[config.mk]
export PLATFORM = sky130hd
export DESIGN_NAME = bus_fault_ctrl
export DESIGN_NICKNAME = d
export VERILOG_FILES = /design/src/rtl/bfc_pkg.sv /design/src/rtl/bfc_classify.sv /design/src/rtl/bfc_slot.sv /design/src/rtl/bus_fault_ctrl.sv
export SDC_FILE = /design/constraint.sdc
export NUM_CORES = 1
export LEC_CHECK = 0
export ABC_AREA = 1
export BUFFER_PORTS_ARGS = -buffer_cell sky130_fd_sc_hd__buf_4
export CORE_ASPECT_RATIO = 2
export CORE_UTILIZATION = 46
export CTS_CLUSTER_SIZE = 14
export DETAILED_ROUTE_END_ITERATION = 12
export PLACE_DENSITY_LB_ADDON = 0.2
export SYNTH_ARGS = -nofsm -noshare
export SYNTH_HDL_FRONTEND = slang
export SYNTH_SLANG_ARGS = --single-unit
[constraint.sdc]
create_clock -name clk -period 2.2 [get_ports clk]
set_clock_uncertainty 0.2 [all_clocks]
set_input_delay 0.66 -clock clk [delete_from_list [all_inputs] [get_ports clk]]
set_output_delay 0.66 -clock clk [all_outputs]
set_load 0.1 [all_outputs]
[src/rtl/bfc_pkg.sv]
package bfc_pkg;

    typedef enum logic [2:0] {
        K_FETCH  = 3'd0,
        K_OPRD   = 3'd1,
        K_RMW    = 3'd2,
        K_PERIPH = 3'd3,
        K_MULTI  = 3'd4,
        K_EXCSTK = 3'd5,
        K_RELWR  = 3'd6,
        K_SPARE  = 3'd7
    } cyc_kind_e;

    typedef enum logic [1:0] {
        CAT_REL   = 2'd0,
        CAT_EXC   = 2'd1,
        CAT_MULTI = 2'd2,
        CAT_OTHER = 2'd3
    } fault_cat_e;

    typedef struct packed {
        cyc_kind_e  kind;
        logic       rd;
        logic       szc;
        logic [1:0] siz;
        logic [2:0] fc;
    } cyc_meta_t;

    localparam int SSW_W = 16;

    function automatic fault_cat_e cat_of(cyc_kind_e k);
        case (k)
            K_RELWR:  return CAT_REL;
            K_EXCSTK: return CAT_EXC;
            K_MULTI:  return CAT_MULTI;
            default:  return CAT_OTHER;
        endcase
    endfunction

    function automatic logic [SSW_W-1:0] build_ssw(cyc_meta_t m, logic tr,
                                                   logic b1, logic b0);
        logic rel, rmw, ifetch;
        rel    = (m.kind == K_RELWR);
        rmw    = (m.kind == K_RMW);
        ifetch = (m.kind == K_FETCH);
        return {2'b00, tr, b1, b0, rel, rmw, ifetch, m.rd, m.szc, m.siz,
                1'b0, m.fc};
    endfunction

endpackage

[src/rtl/bfc_classify.sv]
module bfc_classify
    import bfc_pkg::*;
(
    input  logic       cyc_valid,
    input  logic       bus_err,
    input  cyc_kind_e  kind,
    output logic       fault_now,
    output logic       deferred,
    output fault_cat_e cat
);
    always_comb begin
        fault_now = cyc_valid && bus_err;
        cat       = cat_of(kind);
        deferred  = (cat == CAT_REL);
    end
endmodule

[src/rtl/bfc_slot.sv]
module bfc_slot
    import bfc_pkg::*;
#(
    parameter int AW = 32,
    parameter int DW = 32
) (
    input  logic          clk,
    input  logic          rst,
    input  logic          load,
    input  logic          clr,
    input  cyc_meta_t     meta_in,
    input  logic [AW-1:0] addr_in,
    input  logic [DW-1:0] data_in,
    output logic          valid,
    output cyc_meta_t     meta,
    output logic [AW-1:0] addr,
    output logic [DW-1:0] data
);
    always_ff @(posedge clk) begin
        if (rst) begin
            valid <= 1'b0;
            meta  <= '0;
            addr  <= '0;
            data  <= '0;
        end else if (load) begin
            valid <= 1'b1;
            meta  <= meta_in;
            addr  <= addr_in;
            data  <= data_in;
        end else if (clr) begin
            valid <= 1'b0;
        end
    end

    // a held record is never overwritten before it is reported
    a_r10_no_overwrite: assert property (@(posedge clk) disable iff (rst)
        valid && !clr |-> !load);
endmodule

[src/rtl/bus_fault_ctrl.sv]
module bus_fault_ctrl
    import bfc_pkg::*;
#(
    parameter int AW  = 32,
    parameter int DW  = 32,
    parameter int PCW = 32,
    parameter int SRW = 16
) (
    input  logic             clk,
    input  logic             rst,
    input  logic             cyc_valid,
    input  logic [2:0]       cyc_kind,
    input  logic             cyc_read,
    input  logic             cyc_szc,
    input  logic [1:0]       cyc_size,
    input  logic [2:0]       cyc_fc,
    input  logic [AW-1:0]    cyc_addr,
    input  logic [DW-1:0]    cyc_data,
    input  logic             bus_err,
    input  logic             insn_boundary,
    input  logic             operand_req,
    input  logic [PCW-1:0]   pc_in,
    input  logic [SRW-1:0]   sr_in,
    input  logic             trace_pend,
    input  logic             bkpt1_pend,
    input  logic             bkpt0_pend,
    input  logic             exc_ack,
    output logic             exc_req,
    output logic [1:0]       exc_cat,
    output logic [SSW_W-1:0] ssw,
    output logic [PCW-1:0]   rec_pc,
    output logic [SRW-1:0]   rec_sr,
    output logic [AW-1:0]    rec_addr,
    output logic [DW-1:0]    rec_data,
    output logic             restore_req,
    output logic             abort_insn
);
    localparam int NSLOT = 2;
    localparam int PEND  = 0;
    localparam int READY = 1;

    cyc_meta_t  in_meta;
    logic       fault_now, deferred;
    fault_cat_e in_cat;

    logic [NSLOT-1:0] s_load, s_clr, s_valid;
    cyc_meta_t        s_meta [NSLOT];
    logic [AW-1:0]    s_addr [NSLOT];
    logic [DW-1:0]    s_data [NSLOT];

    logic       pend_fire;
    logic       launch_pend, launch_ready;
    fault_cat_e ready_cat;

    always_comb begin
        in_meta.kind = cyc_kind_e'(cyc_kind);
        in_meta.rd   = cyc_read;
        in_meta.szc  = cyc_szc;
        in_meta.siz  = cyc_size;
        in_meta.fc   = cyc_fc;
    end

    bfc_classify u_cls (
        .cyc_valid (cyc_valid),
        .bus_err   (bus_err),
        .kind      (in_meta.kind),
        .fault_now (fault_now),
        .deferred  (deferred),
        .cat       (in_cat)
    );

    always_comb begin
        ready_cat    = cat_of(s_meta[READY].kind);
        launch_pend  = !exc_req && s_valid[PEND] &&
                       (pend_fire || insn_boundary || operand_req || s_valid[READY]);
        launch_ready = !exc_req && s_valid[READY] && !launch_pend;
        s_clr[PEND]  = launch_pend;
        s_clr[READY] = launch_ready;
        s_load[PEND] = fault_now && deferred && (!s_valid[PEND] || launch_pend);
        s_load[READY] = fault_now && !s_load[PEND] &&
                        (!s_valid[READY] || launch_ready);
    end

    for (genvar g = 0; g < NSLOT; g++) begin : g_slot
        bfc_slot #(.AW(AW), .DW(DW)) u_slot (
            .clk     (clk),
            .rst     (rst),
            .load    (s_load[g]),
            .clr     (s_clr[g]),
            .meta_in (in_meta),
            .addr_in (cyc_addr),
            .data_in (cyc_data),
            .valid   (s_valid[g]),
            .meta    (s_meta[g]),
            .addr    (s_addr[g]),
            .data    (s_data[g])
        );
    end

    always_ff @(posedge clk) begin
        if (rst) begin
            exc_req     <= 1'b0;
            exc_cat     <= CAT_OTHER;
            ssw         <= '0;
            rec_pc      <= '0;
            rec_sr      <= '0;
            rec_addr    <= '0;
            rec_data    <= '0;
            restore_req <= 1'b0;
            abort_insn  <= 1'b0;
            pend_fire   <= 1'b0;
        end else begin
            restore_req <= 1'b0;
            abort_insn  <= s_valid[PEND] && operand_req;
            if (exc_req && exc_ack)
                exc_req <= 1'b0;
            if (launch_pend) begin
                exc_req   <= 1'b1;
                exc_cat   <= CAT_REL;
                ssw       <= build_ssw(s_meta[PEND], trace_pend, bkpt1_pend, bkpt0_pend);
                rec_pc    <= pc_in;
                rec_sr    <= sr_in;
                rec_addr  <= s_addr[PEND];
                rec_data  <= s_data[PEND];
                pend_fire <= 1'b0;
            end else if (launch_ready) begin
                exc_req     <= 1'b1;
                exc_cat     <= ready_cat;
                ssw         <= build_ssw(s_meta[READY],
                                         (ready_cat == CAT_REL) && trace_pend,
                                         bkpt1_pend, bkpt0_pend);
                rec_pc      <= pc_in;
                rec_sr      <= sr_in;
                rec_addr    <= s_addr[READY];
                rec_data    <= s_data[READY];
                restore_req <= (ready_cat != CAT_REL);
            end else if (s_valid[PEND] && (insn_boundary || operand_req)) begin
                pend_fire <= 1'b1;
            end
        end
    end

    // report stays put until acknowledged
    a_r9_hold: assert property (@(posedge clk) disable iff (rst)
        exc_req && !exc_ack |=> exc_req && $stable(ssw) && $stable(exc_cat));
    // acknowledge drops the request
    a_r9_release: assert property (@(posedge clk) disable iff (rst)
        exc_req && exc_ack |=> !exc_req);
    // rollback request only on the first cycle of a non-deferred report
    a_r5_restore_first: assert property (@(posedge clk) disable iff (rst)
        restore_req |-> $rose(exc_req) && (exc_cat != CAT_REL));
    // trace bit cleared on restartable faults
    a_r7_tr_clear: assert property (@(posedge clk) disable iff (rst)
        exc_req && (exc_cat != CAT_REL) |-> !ssw[13]);
    // released-write flag agrees with category
    a_r6_rel_flag: assert property (@(posedge clk) disable iff (rst)
        exc_req |-> (ssw[10] == (exc_cat == CAT_REL)));
    // abort only follows an operand request
    a_r4_abort_cause: assert property (@(posedge clk) disable iff (rst)
        abort_insn |-> $past(operand_req));
    // abort is a single-cycle pulse
    a_r4_abort_pulse: assert property (@(posedge clk) disable iff (rst)
        abort_insn |=> !abort_insn || $past(operand_req));
endmodule

==> impl_metrics.csv, run 1 <==
group,metric,value,unit
synth,yosysWarningCount,0,
global_route,grt_pass1_vias,10117,
synth,synth_top_area_share,48.8,%
placement,dp_hpwl,21000,um
synth,synth.area.top_cells,"dfxtp_1 49%, nor2_1 13%, nand2_1 10%, o21ai_0 8.3%, inv_1 8.0%",
worst_setup_path,worst-setup-path-type,"reg2out",
clock_network,cts.sink_count,281,
placement,instance_count_after_placement_with_tap_cells_included,2206,
floorplanning,core,24500,um2
placement,port-buffer-count,261,
worst_setup_path,worst-path-buf-inv,1,
floorplanning,floorplan.die.width,114,um
timing,unrepaired_setup_endpoints_after_global_routing,"false",
synth,synthCells,1679,
floorplanning,io_pins,265,
final_layout,layout.cells.non_filler,2248,
worst_setup_path,timing.critical_path.max_delay_family,"flip-flops",
worst_hold_path,min_path_type,"in2reg",
power,total_power,0.0130,W
timing,timing.final.crit_share,97.8,%
power,power.static_leakage,7.11,nW
synth,synthMostInstantiatedCell,"nor2_1",
route,first_pass_iters,5,
floorplanning,die-height,226,um
route,detail_route.iter0.violations,652,
floorplanning,die-area,25700,um2
synth,ys_ff_latch,281,
timing,max_clock_freq,0.465,GHz
worst_setup_path,worstSetupEndpointType,"output pin",
timing,count_of_endpoints_failing_setup_in_the_final_report,0,
synth,synth-seq-area-share,48.8,%
synth,netlist-cell-type-count,21,
final_layout,fraction_of_final_layout_cells_with_drive_strength_greater_than_1,18.9,%
placement,placed_area,14100,um2
route,ant_nets,0,
worst_setup_path,cp_data_required_time,1.34,ns
global_route,first_pass_grt_wire_length,50600,um
clock_network,max-clock-path-buffers,3,
status,outcome,"finished clean",
clock_network,cts_tree,"yes",
global_route,antenna_violations_before_repair,0,
route,num_vias,10921,
route,route.detailed.vias_per_inst,4.86,
final_layout,area_growth_syn_to_layout,29.7,%
clock_network,clock_latency,0.54,ns
clock_network,ctsHoldBuffers,0,
clock_network,post-cts-setup-buffer-count,0,
placement,finalWeightedCongestion,0.781,
timing,worst_pin_slew,0.685,ns
clock_network,cts_inserted_buffers,26,
timing,period_needed,2.15,ns
worst_setup_path,cpMaxStageDelayCell,"dfxtp_2",
worst_setup_path,delay_of_the_slowest_critical_path_stage,0.43,ns
global_route,grt_remaining_overflow,0,
timing,slew_violations,0,
clock_network,clock_tree.htree_level_count,1,
synth,synth_area,11500,um2
worst_setup_path,timing.critical_path.cells,"buf_4",
global_route,grt_start_max_net_pins,62,
synth,synth.top_cells.by_count,"391 x nor2_1, 312 x nand2_1, 281 x dfxtp_1, 246 x inv_1, 192 x o21ai_0",
worst_setup_path,worst-path-max-fanout,6,
synth,number_of_enable_type_register_cells_in_the_synthesized_netlist,0,
floorplanning,row_count,81,
synth,async_flop_share,0,%
synth,syn_area_per_cell,6.86,um2
synth,synthFlopType,"dfxtp_1",
route,wl,32100,um
clock_network,post_cts.resized_instances,0,
route,detail_route.wl_per_cell,14.3,um
global_route,track_usage,24.8,%
route,route.detailed.drc,0,
synth,yosysTopAreaCell,"dfxtp_1",
worst_setup_path,setup.worst_path.start_class,"register",
timing,remaining_max_slew_budget_at_the_tightest_pin,53.9,%
timing,report.final.hold_viol_count,0,
final_layout,post-route-cell-area,14900,um2
clock_network,cts.root.buffer_cell,"clkbuf_16",
worst_setup_path,worstPathArrival,1.29,ns
power,maximum_resistive_drop_on_vdd,0.762,mV
timing,final.setup.tns,0,ns
clock_network,clock_edge_transition_at_the_registers_on_the_reported_setup_and_hold_paths,0.07,ns
job,cap_viol_max_count,0,
floorplanning,start_util,47.0,%
final_layout,final_nets,2034,
power,power_per_cell_area,867,nW/um2
## area by class of cell
cell class	count	area, um2
Tap cell	332	415
Multi-Input combinational cell	1033	4500
Clock inverter	7	91.3
Antenna cell	1	2.50
Clock buffer	34	742
Inverter	248	937
Fill cell	2356	9580
Timing Repair Buffer	312	2630
Sequential cell	281	5630
## cells in the final DEF (no fill, tap or decap), types with 2 or more instances in the layout
cell type  instances
nand2_1          311
buf_12            23
nor3_1             3
nand4_1           74
o211ai_1          12
dfxtp_1          280
inv_1            242
nand3_1            5
clkbuf_8           4
inv_2              4
clkbuf_1           3
conb_1             3
a31oi_1           29
bufinv_16          2
nand2_4            2
nor2_1           391
clkinv_2           5
a21oi_1            6
o21ai_0          192
buf_4            289
clkbuf_16         27
## cell families after synthesis
| kind of cell | synth area share, % |
|---|---|
| other | 0.0325 |
| buffers and inverters | 12.6 |
| and+or+nand+nor | 27.5 |
| DFF | 48.8 |
| AOI/OAI and AO/OA | 11.1 |
## final timing paths
| path | start | end | slack, ns | cells past startpoint |
|---|---|---|---|---|
| setup / recovery | exc_req$_SDFFE_PP0P_ | exc_req | 0.05 | 1 |
| hold / removal | trace_pend | ssw[13]$_SDFFE_PP0P_ | 0.15 | 3 |
| setup reg to reg | g_slot[1].u_slot.valid$_SDFFE_PP0P_ | rec_data[17]$_SDFFE_PP0P_ | 0.37 | 8 |
| hold reg to reg | exc_cat[0]$_SDFFE_PP1P_ | exc_cat[0]$_SDFFE_PP1P_ | 0.26 | 2 |
## registers in the layout, summed over array words and instances (netlist names)
register and flops:
g_slot.u_slot.addr 64, g_slot.u_slot.data 64, rec_addr 32, rec_data 32
rec_pc 32, g_slot.u_slot.meta 20, rec_sr 16, ssw 13
exc_cat 2, g_slot.u_slot.valid 2, abort_insn 1, exc_req 1
pend_fire 1, restore_req 1
## through the flow
step,util (%),worst slack [ns],hold WS [ns]
floorplan,-,0.186,0.225
global placement,57.5,-0.201,0.241
detailed placement,57.5,-0.213,0.245
CTS,60.9,0.0350,0.136
global route,60.9,0.0135,0.150
finish,60.9,0.0484,0.147
## layer usage
metal / track usage (%) / vias up / share of wire, %
met5: 0 / - / 0
met4: 12.8 / 0 / 4.5
met3: 3.54 / 72 / 5.3
met2: 46.3 / 334 / 52
met1: 26.6 / 4927 / 38
li1: - / 5588 / -
## report_power, final
group | leakage, nW | total [W] | internal (W) | switching (W)
clock network | 0.415 | 0.00453 | 0.00259 | 0.00194
registers | 2.29 | 0.00554 | 0.00539 | 0.000144
logic | 4.40 | 0.00290 | 0.000781 | 0.00212
Power figures use the tool's default switching activity.
==> run 2: changes to the inputs <==
--- a/config.mk
+++ b/config.mk
@@ -5,7 +5,6 @@
 export SDC_FILE = /design/constraint.sdc
 export NUM_CORES = 1
 export LEC_CHECK = 0
-export ABC_AREA = 1
 export BUFFER_PORTS_ARGS = -buffer_cell sky130_fd_sc_hd__buf_4
 export CORE_ASPECT_RATIO = 2
 export CORE_UTILIZATION = 46
==> run 2 against run 1 <==
Worst setup slack better by 0.035 ns. Flip-flop and latch count did not move. Largest power group unchanged. Utilization shrank 0.58 points.
==> impl_metrics.csv, run 2 <==
group,metric,value,unit
floorplanning,row_count,81,
clock_network,clock_latency,0.52,ns
route,first_pass_iters,4,
status,outcome,"finished clean",
global_route,antenna_violations_before_repair,0,
power,total_power,0.0111,W
final_layout,fraction_of_final_layout_cells_with_drive_strength_greater_than_1,24.5,%
global_route,grt_pass1_vias,9277,
clock_network,max-clock-path-buffers,3,
worst_setup_path,critPathCapture,"exc_req",
worst_setup_path,worst-path-max-fanout,9,
power,netSwitchingPower,0.00296,W
final_layout,layout_commonest_cell,"buf_4",
route,route.detailed.drc,0,
timing,worst_pin_slew,0.678,ns
route,wl,29400,um
power,power_per_cell_area,753,nW/um2
global_route,track_usage,22.7,%
floorplanning,floorplan.die.width,114,um
final_layout,final_nets,1563,
route,detail_route.iter0.violations,462,
synth,synthMostInstantiatedCell,"dfxtp_1",
final_layout,final.fill_count,2156,
global_route,grt_remaining_overflow,0,
final_layout,layout.cells.non_filler,1775,
placement,instance_count_after_placement_with_tap_cells_included,1736,
worst_setup_path,worstPathArrival,1.26,ns
synth,number_of_enable_type_register_cells_in_the_synthesized_netlist,0,
clock_network,cts_inserted_buffers,25,
worst_setup_path,cp_data_required_time,1.34,ns
timing,report.final.hold_viol_count,0,
worst_setup_path,rr_startpoint,"pend_fire$_SDFFE_PP0P_",
timing,timing.final.crit_share,96.2,%
final_layout,largest_registers,"g_slot.u_slot.addr: 64 flops, g_slot.u_slot.data: 64 flops",
final_layout,layout.core_utilization,60.4,%
floorplanning,die-height,225,um
power,maximum_resistive_drop_on_vdd,0.753,mV
route,ant_nets,0,
power,sequentialPowerShare,48.2,%
synth,async_flop_share,0,%
power,total_internal_power,0.00814,W
synth,synth_top_area_share,49.1,%
timing,unrepaired_setup_endpoints_after_global_routing,"false",
clock_network,clock_tree.htree_level_count,1,
synth,synth.top_cells.by_count,"281 x dfxtp_1, 194 x mux2i_1, 148 x nand2b_1, 129 x nor2_1, 81 x a21oi_1",
worst_setup_path,cpMaxStageDelayCell,"dfxtp_2",
synth,synth_area,11500,um2
final_layout,num_antenna_cells,0,
synth,synthCells,1204,
worst_hold_path,hold_path_startpoint,"sr_in[13]",
synth,ys_ff_latch,281,
floorplanning,core,24400,um2
floorplanning,start_util,46.9,%
floorplanning,die-area,25600,um2
final_layout,area_growth_syn_to_layout,28.7,%
timing,max_clock_freq,0.472,GHz
worst_setup_path,regToRegSetupSlack,0.24,ns
route,num_vias,9303,
worst_setup_path,origin_of_the_worst_setup_path,"exc_req$_SDFFE_PP0P_",
clock_network,post-cts-setup-buffer-count,0,
clock_network,clock_edge_transition_at_the_registers_on_the_reported_setup_and_hold_paths,0.06,ns
synth,yosysTopAreaCell,"dfxtp_1",
worst_setup_path,delay_of_the_slowest_critical_path_stage,0.47,ns
synth,syn_area_per_cell,9.51,um2
synth,synth-seq-area-share,49.1,%
worst_setup_path,r2r-end,"g_slot[0].u_slot.data[1]$_SDFFE_PP0P_",
job,cap_viol_max_count,0,
power,power.static_leakage,6.62,nW
worst_hold_path,min_path_type,"in2reg",
clock_network,cts.sink_count,281,
placement,finalWeightedCongestion,0.753,
synth,synthFlopType,"dfxtp_1",
timing,period_needed,2.12,ns
global_route,first_pass_grt_wire_length,46800,um
power,clockPowerShare,37.5,%
timing,slew_violations,0,
placement,dp_hpwl,19400,um
clock_network,cts.root.buffer_cell,"clkbuf_16",
worst_setup_path,timing.critical_path.max_delay_family,"flip-flops",
route,detail_route.wl_per_cell,16.5,um
worst_setup_path,reg2reg_depth,6,
worst_setup_path,worst-setup-path-type,"reg2out",
worst_setup_path,worstSetupEndpointType,"output pin",
timing,remaining_max_slew_budget_at_the_tightest_pin,54.8,%
worst_setup_path,setup.worst_path.start_class,"register",
floorplanning,io_pins,265,
power,share_comb_of_total_power,14.3,%
final_layout,most-common-layout-cells,"288 x buf_4, 280 x dfxtp_1, 194 x mux2i_1",
timing,count_of_endpoints_failing_setup_in_the_final_report,0,
placement,port-buffer-count,261,
power,power_switching_share,26.7,%
worst_setup_path,timing.critical_path.cells,"buf_6",
synth,netlist-cell-type-count,39,
clock_network,cts_tree,"yes",
synth,yosysWarningCount,0,
global_route,grt_start_max_net_pins,58,
worst_setup_path,worst-path-buf-inv,1,
route,route.detailed.vias_per_inst,5.24,
worst_setup_path,path_depth,1,
synth,synth.area.top_cells,"dfxtp_1 49%, mux2i_1 17%, nand2b_1 8.1%, a211oi_1 4.8%, nor2_1 4.2%",
run 2: changes by cell type after synthesis, sizes merged, moves of 114 or more:
cell / change
inv: -244
mux2i: +194
nand2: -309
nand2b: +148
nor2: -262
o21ai: -114
run 2: worst min-delay path by stage:
stage / endpoint / cells after the start
after floorplan: g_slot[0].u_slot.meta[7]$_SDFFE_PP0P_ / 2
after global placement: ssw[13]$_SDFFE_PP0P_ / 2
after detailed placement: g_slot[1].u_slot.addr[16]$_SDFFE_PP0P_ / 2
after CTS: rec_sr[13]$_SDFFE_PP0P_ / 3
after global routing: rec_pc[1]$_SDFFE_PP0P_ / 3
final: rec_sr[13]$_SDFFE_PP0P_ / 3
run 2: metal layers:
metal / routed length, um / part of all wire [%] / vias up / GRT usage [%]
met2: 15200 / 52 / 232 / 42.1
li1: - / - / 4582 / -
met1: 11800 / 40 / 4440 / 25.4
met3: 1390 / 4.7 / 49 / 3.60
met5: 0 / 0 / - / 0
met4: 983 / 3.3 / 0 / 9.21
run 2: layout make-up:
type	count	area [um2]	share of cell area (%)
inverter	4	15.0	0.102
timing repair buffer	310	2590	17.6
clock buffer	35	703	4.77
tap	332	415	2.82
clock inverter	4	45.0	0.306
multi-input combinational	809	5350	36.3
sequential	281	5630	38.2
run 2: timing repair:
action                     CTS  global route
gates resized for setup      1             0
hold buffers                 0             0
setup endpoints to repair    1             0
run 2: power by group through the flow:
stage	Combinational, W	Sequential, W	Clock (W)
finish	0.00159	0.00535	0.00417
global route	0.00168	0.00536	0.00446
CTS	0.00160	0.00535	0.00428
detailed placement	0.00160	0.00546	0
global placement	0.00158	0.00546	0
floorplan	0.000544	0.00599	0
run 2: logic make-up (layout without fill, tap and decap cells):
family / count (synthesis) / count (layout) / share of synthesized area [%]
compound gates: 241 / 241 / 12.5
xor+xnor: 1 / 1 / 0.0765
buf+inv: 116 / 353 / 4.60
flops: 281 / 281 / 49.1
mux: 194 / 194 / 17.0
other cells: 1 / 3 / 0.0327
simple gates: 370 / 370 / 16.7
run 2: metrics by stage:
step | instance area (um2) | hold slack [ns] | setup slack, ns | TNS (ns)
after global routing | 14700 | 0.158 | 0.0357 | 0
after floorplan | 11500 | 0.244 | 0.0179 | 0
after global placement | 14000 | 0.256 | -0.173 | -13.37
final | 14700 | 0.174 | 0.0834 | 0
after detailed placement | 14000 | 0.263 | -0.224 | -17.74
after CTS | 14700 | 0.151 | 0.0561 | 0
==> run 3: changes to the inputs <==
--- a/config.mk
+++ b/config.mk
@@ -5,11 +5,11 @@
 export SDC_FILE = /design/constraint.sdc
 export NUM_CORES = 1
 export LEC_CHECK = 0
-export BUFFER_PORTS_ARGS = -buffer_cell sky130_fd_sc_hd__buf_4
 export CORE_ASPECT_RATIO = 2
 export CORE_UTILIZATION = 46
 export CTS_CLUSTER_SIZE = 14
 export DETAILED_ROUTE_END_ITERATION = 12
+export DONT_BUFFER_PORTS = 1
 export PLACE_DENSITY_LB_ADDON = 0.2
 export SYNTH_ARGS = -nofsm -noshare
 export SYNTH_HDL_FRONTEND = slang
==> run 3 against run 2 <==
Maximum frequency rose by 0.22%. Clock power rose by 4%. Non-clock buffer count fell by 148. Sequential share of layout area rose by 3.0 points. Cell area fell by 7.4%. Worst setup slack improved by 0.0047 ns. Wire length fell by 3.7%. Count of clock-buffer cells in the layout rose by 4. Critical endpoint unchanged. First-iteration DRC count rose by 26%. Die area did not move. Global-route usage fell by 0.94 points. Highest routed layer unchanged. Critical path depth did not move.
==> impl_metrics.csv, run 3 (same netlist as run 2, synthesis figures left out) <==
group,metric,value,unit
clock_network,cts.root.buffer_cell,"clkbuf_16",
worst_hold_path,hold_path_startpoint,"rst",
global_route,grt_remaining_overflow,0,
route,wl,28300,um
floorplanning,io_pins,265,
final_layout,num_antenna_cells,0,
timing,max_clock_freq,0.474,GHz
final_layout,most-common-layout-cells,"280 x dfxtp_1, 194 x mux2i_1, 147 x nand2b_1",
floorplanning,core,24400,um2
worst_setup_path,rr_startpoint,"g_slot[1].u_slot.valid$_SDFFE_PP0P_",
job,cap_viol_max_count,0,
worst_setup_path,origin_of_the_worst_setup_path,"exc_req$_SDFFE_PP0P_",
final_layout,largest_registers,"g_slot.u_slot.addr: 64 flops, g_slot.u_slot.data: 64 flops",
final_layout,final_nets,1416,
timing,period_needed,2.11,ns
route,detail_route.wl_per_cell,17.3,um
timing,timing.final.crit_share,96.0,%
clock_network,clock_edge_transition_at_the_registers_on_the_reported_setup_and_hold_paths,0.06,ns
placement,finalWeightedCongestion,0.729,
worst_setup_path,worstSetupEndpointType,"output pin",
final_layout,layout_commonest_cell,"dfxtp_1",
status,outcome,"finished clean",
floorplanning,row_count,81,
timing,unrepaired_setup_endpoints_after_global_routing,"false",
global_route,antenna_violations_before_repair,0,
timing,worst_pin_slew,1.16,ns
worst_setup_path,delay_of_the_slowest_critical_path_stage,0.45,ns
route,route.detailed.drc,0,
final_layout,area_growth_syn_to_layout,19.3,%
route,num_vias,8743,
route,detail_route.iter0.violations,580,
placement,instance_count_after_placement_with_tap_cells_included,1587,
route,route.detailed.vias_per_inst,5.35,
worst_setup_path,worstPathArrival,1.25,ns
worst_setup_path,setup.worst_path.start_class,"register",
worst_setup_path,worst-setup-path-type,"reg2out",
clock_network,cts.sink_count,281,
final_layout,post-route-cell-area,13700,um2
floorplanning,floorplan.die.width,114,um
clock_network,clock_latency,0.53,ns
timing,count_of_endpoints_failing_setup_in_the_final_report,0,
power,total_power,0.0110,W
timing,final.setup.tns,0,ns
placement,port-buffer-count,0,
clock_network,clock_tree.htree_level_count,1,
floorplanning,die-height,225,um
power,maximum_resistive_drop_on_vdd,0.689,mV
floorplanning,die-area,25600,um2
worst_setup_path,timing.critical_path.max_delay_family,"flip-flops",
final_layout,layout.core_utilization,55.9,%
worst_setup_path,cpMaxStageDelayCell,"dfxtp_2",
worst_setup_path,cp_data_required_time,1.34,ns
floorplanning,start_util,46.9,%
timing,remaining_max_slew_budget_at_the_tightest_pin,22.3,%
placement,dp_hpwl,17700,um
clock_network,cts_tree,"yes",
clock_network,cts_inserted_buffers,26,
timing,slew_violations,0,
route,first_pass_iters,4,
final_layout,fraction_of_final_layout_cells_with_drive_strength_greater_than_1,16.2,%
worst_setup_path,worst-path-max-fanout,8,
global_route,grt_pass1_vias,8759,
global_route,grt_start_max_net_pins,330,
worst_hold_path,min_path_type,"in2reg",
power,power.static_leakage,5.93,nW
timing,report.final.hold_viol_count,0,
final_layout,layout.cells.non_filler,1633,
global_route,first_pass_grt_wire_length,44800,um
route,ant_nets,0,
power,power_per_cell_area,804,nW/um2
global_route,track_usage,21.8,%
final_layout,final.fill_count,2205,
clock_network,max-clock-path-buffers,3,
placement,placed_area,12800,um2
worst_setup_path,timing.critical_path.cells,"buf_6",
worst_setup_path,worst-path-buf-inv,1,
run 3: layout make-up:
type / instances / area (um2) / area share [%]
clock buffers: 39 / 781 / 5.72
clock inverters: 6 / 36.3 / 0.266
inverters: 4 / 15.0 / 0.110
multi-input cells: 809 / 5350 / 39.2
flip-flops and latches: 281 / 5630 / 41.2
well taps: 332 / 415 / 3.04
repair buffers: 162 / 1440 / 10.5
run 3: path summary, 6_finish.rpt:
kind                                                               end  slack (ns)  cells past startpoint
worst min-delay path                         rec_addr[27]$_SDFFE_PP0P_        0.02                      1
worst max-delay path                                           exc_req        0.09                      1
worst max register to register  g_slot[0].u_slot.addr[16]$_SDFFE_PP0P_        0.26                      5
worst min register to register   g_slot[0].u_slot.meta[3]$_SDFFE_PP0P_        0.27                      2
run 3: layer usage:
metal / track usage (%) / share of wire, %
met5: 0 / 0
met4: 8.57 / 3.3
met3: 4.98 / 6.6
met2: 41.0 / 53
met1: 22.9 / 37
run 3: through the flow:
| stage | hold WS [ns] | setup slack (ns) |
|---|---|---|
| 2_1_floorplan | 0.244 | 0.0179 |
| 3_3_place_gp | 0.252 | -0.0621 |
| 3_5_place_dp | 0.260 | -0.106 |
| 4_1_cts | 0.00177 | 0.0548 |
| 5_1_grt | 0.0160 | 0.0381 |
| 6_report | 0.0196 | 0.0881 |
run 3: where the power goes:
group	leakage (nW)	internal [W]	switching [W]
sequential	2.28	0.00525	0.0000767
combinational	3.25	0.000398	0.000891
clock	0.403	0.00244	0.00191
total	5.93	0.00809	0.00288
run 3: what timing repair did:
| action | CTS | global route |
|---|---|---|
| hold buffers | 1 | 0 |
| resized for setup | 1 | 0 |
| hold endpoints to repair | 28 | 0 |
| setup endpoints to repair | 1 | 0 |
| buffers inserted | 0 | 0 |
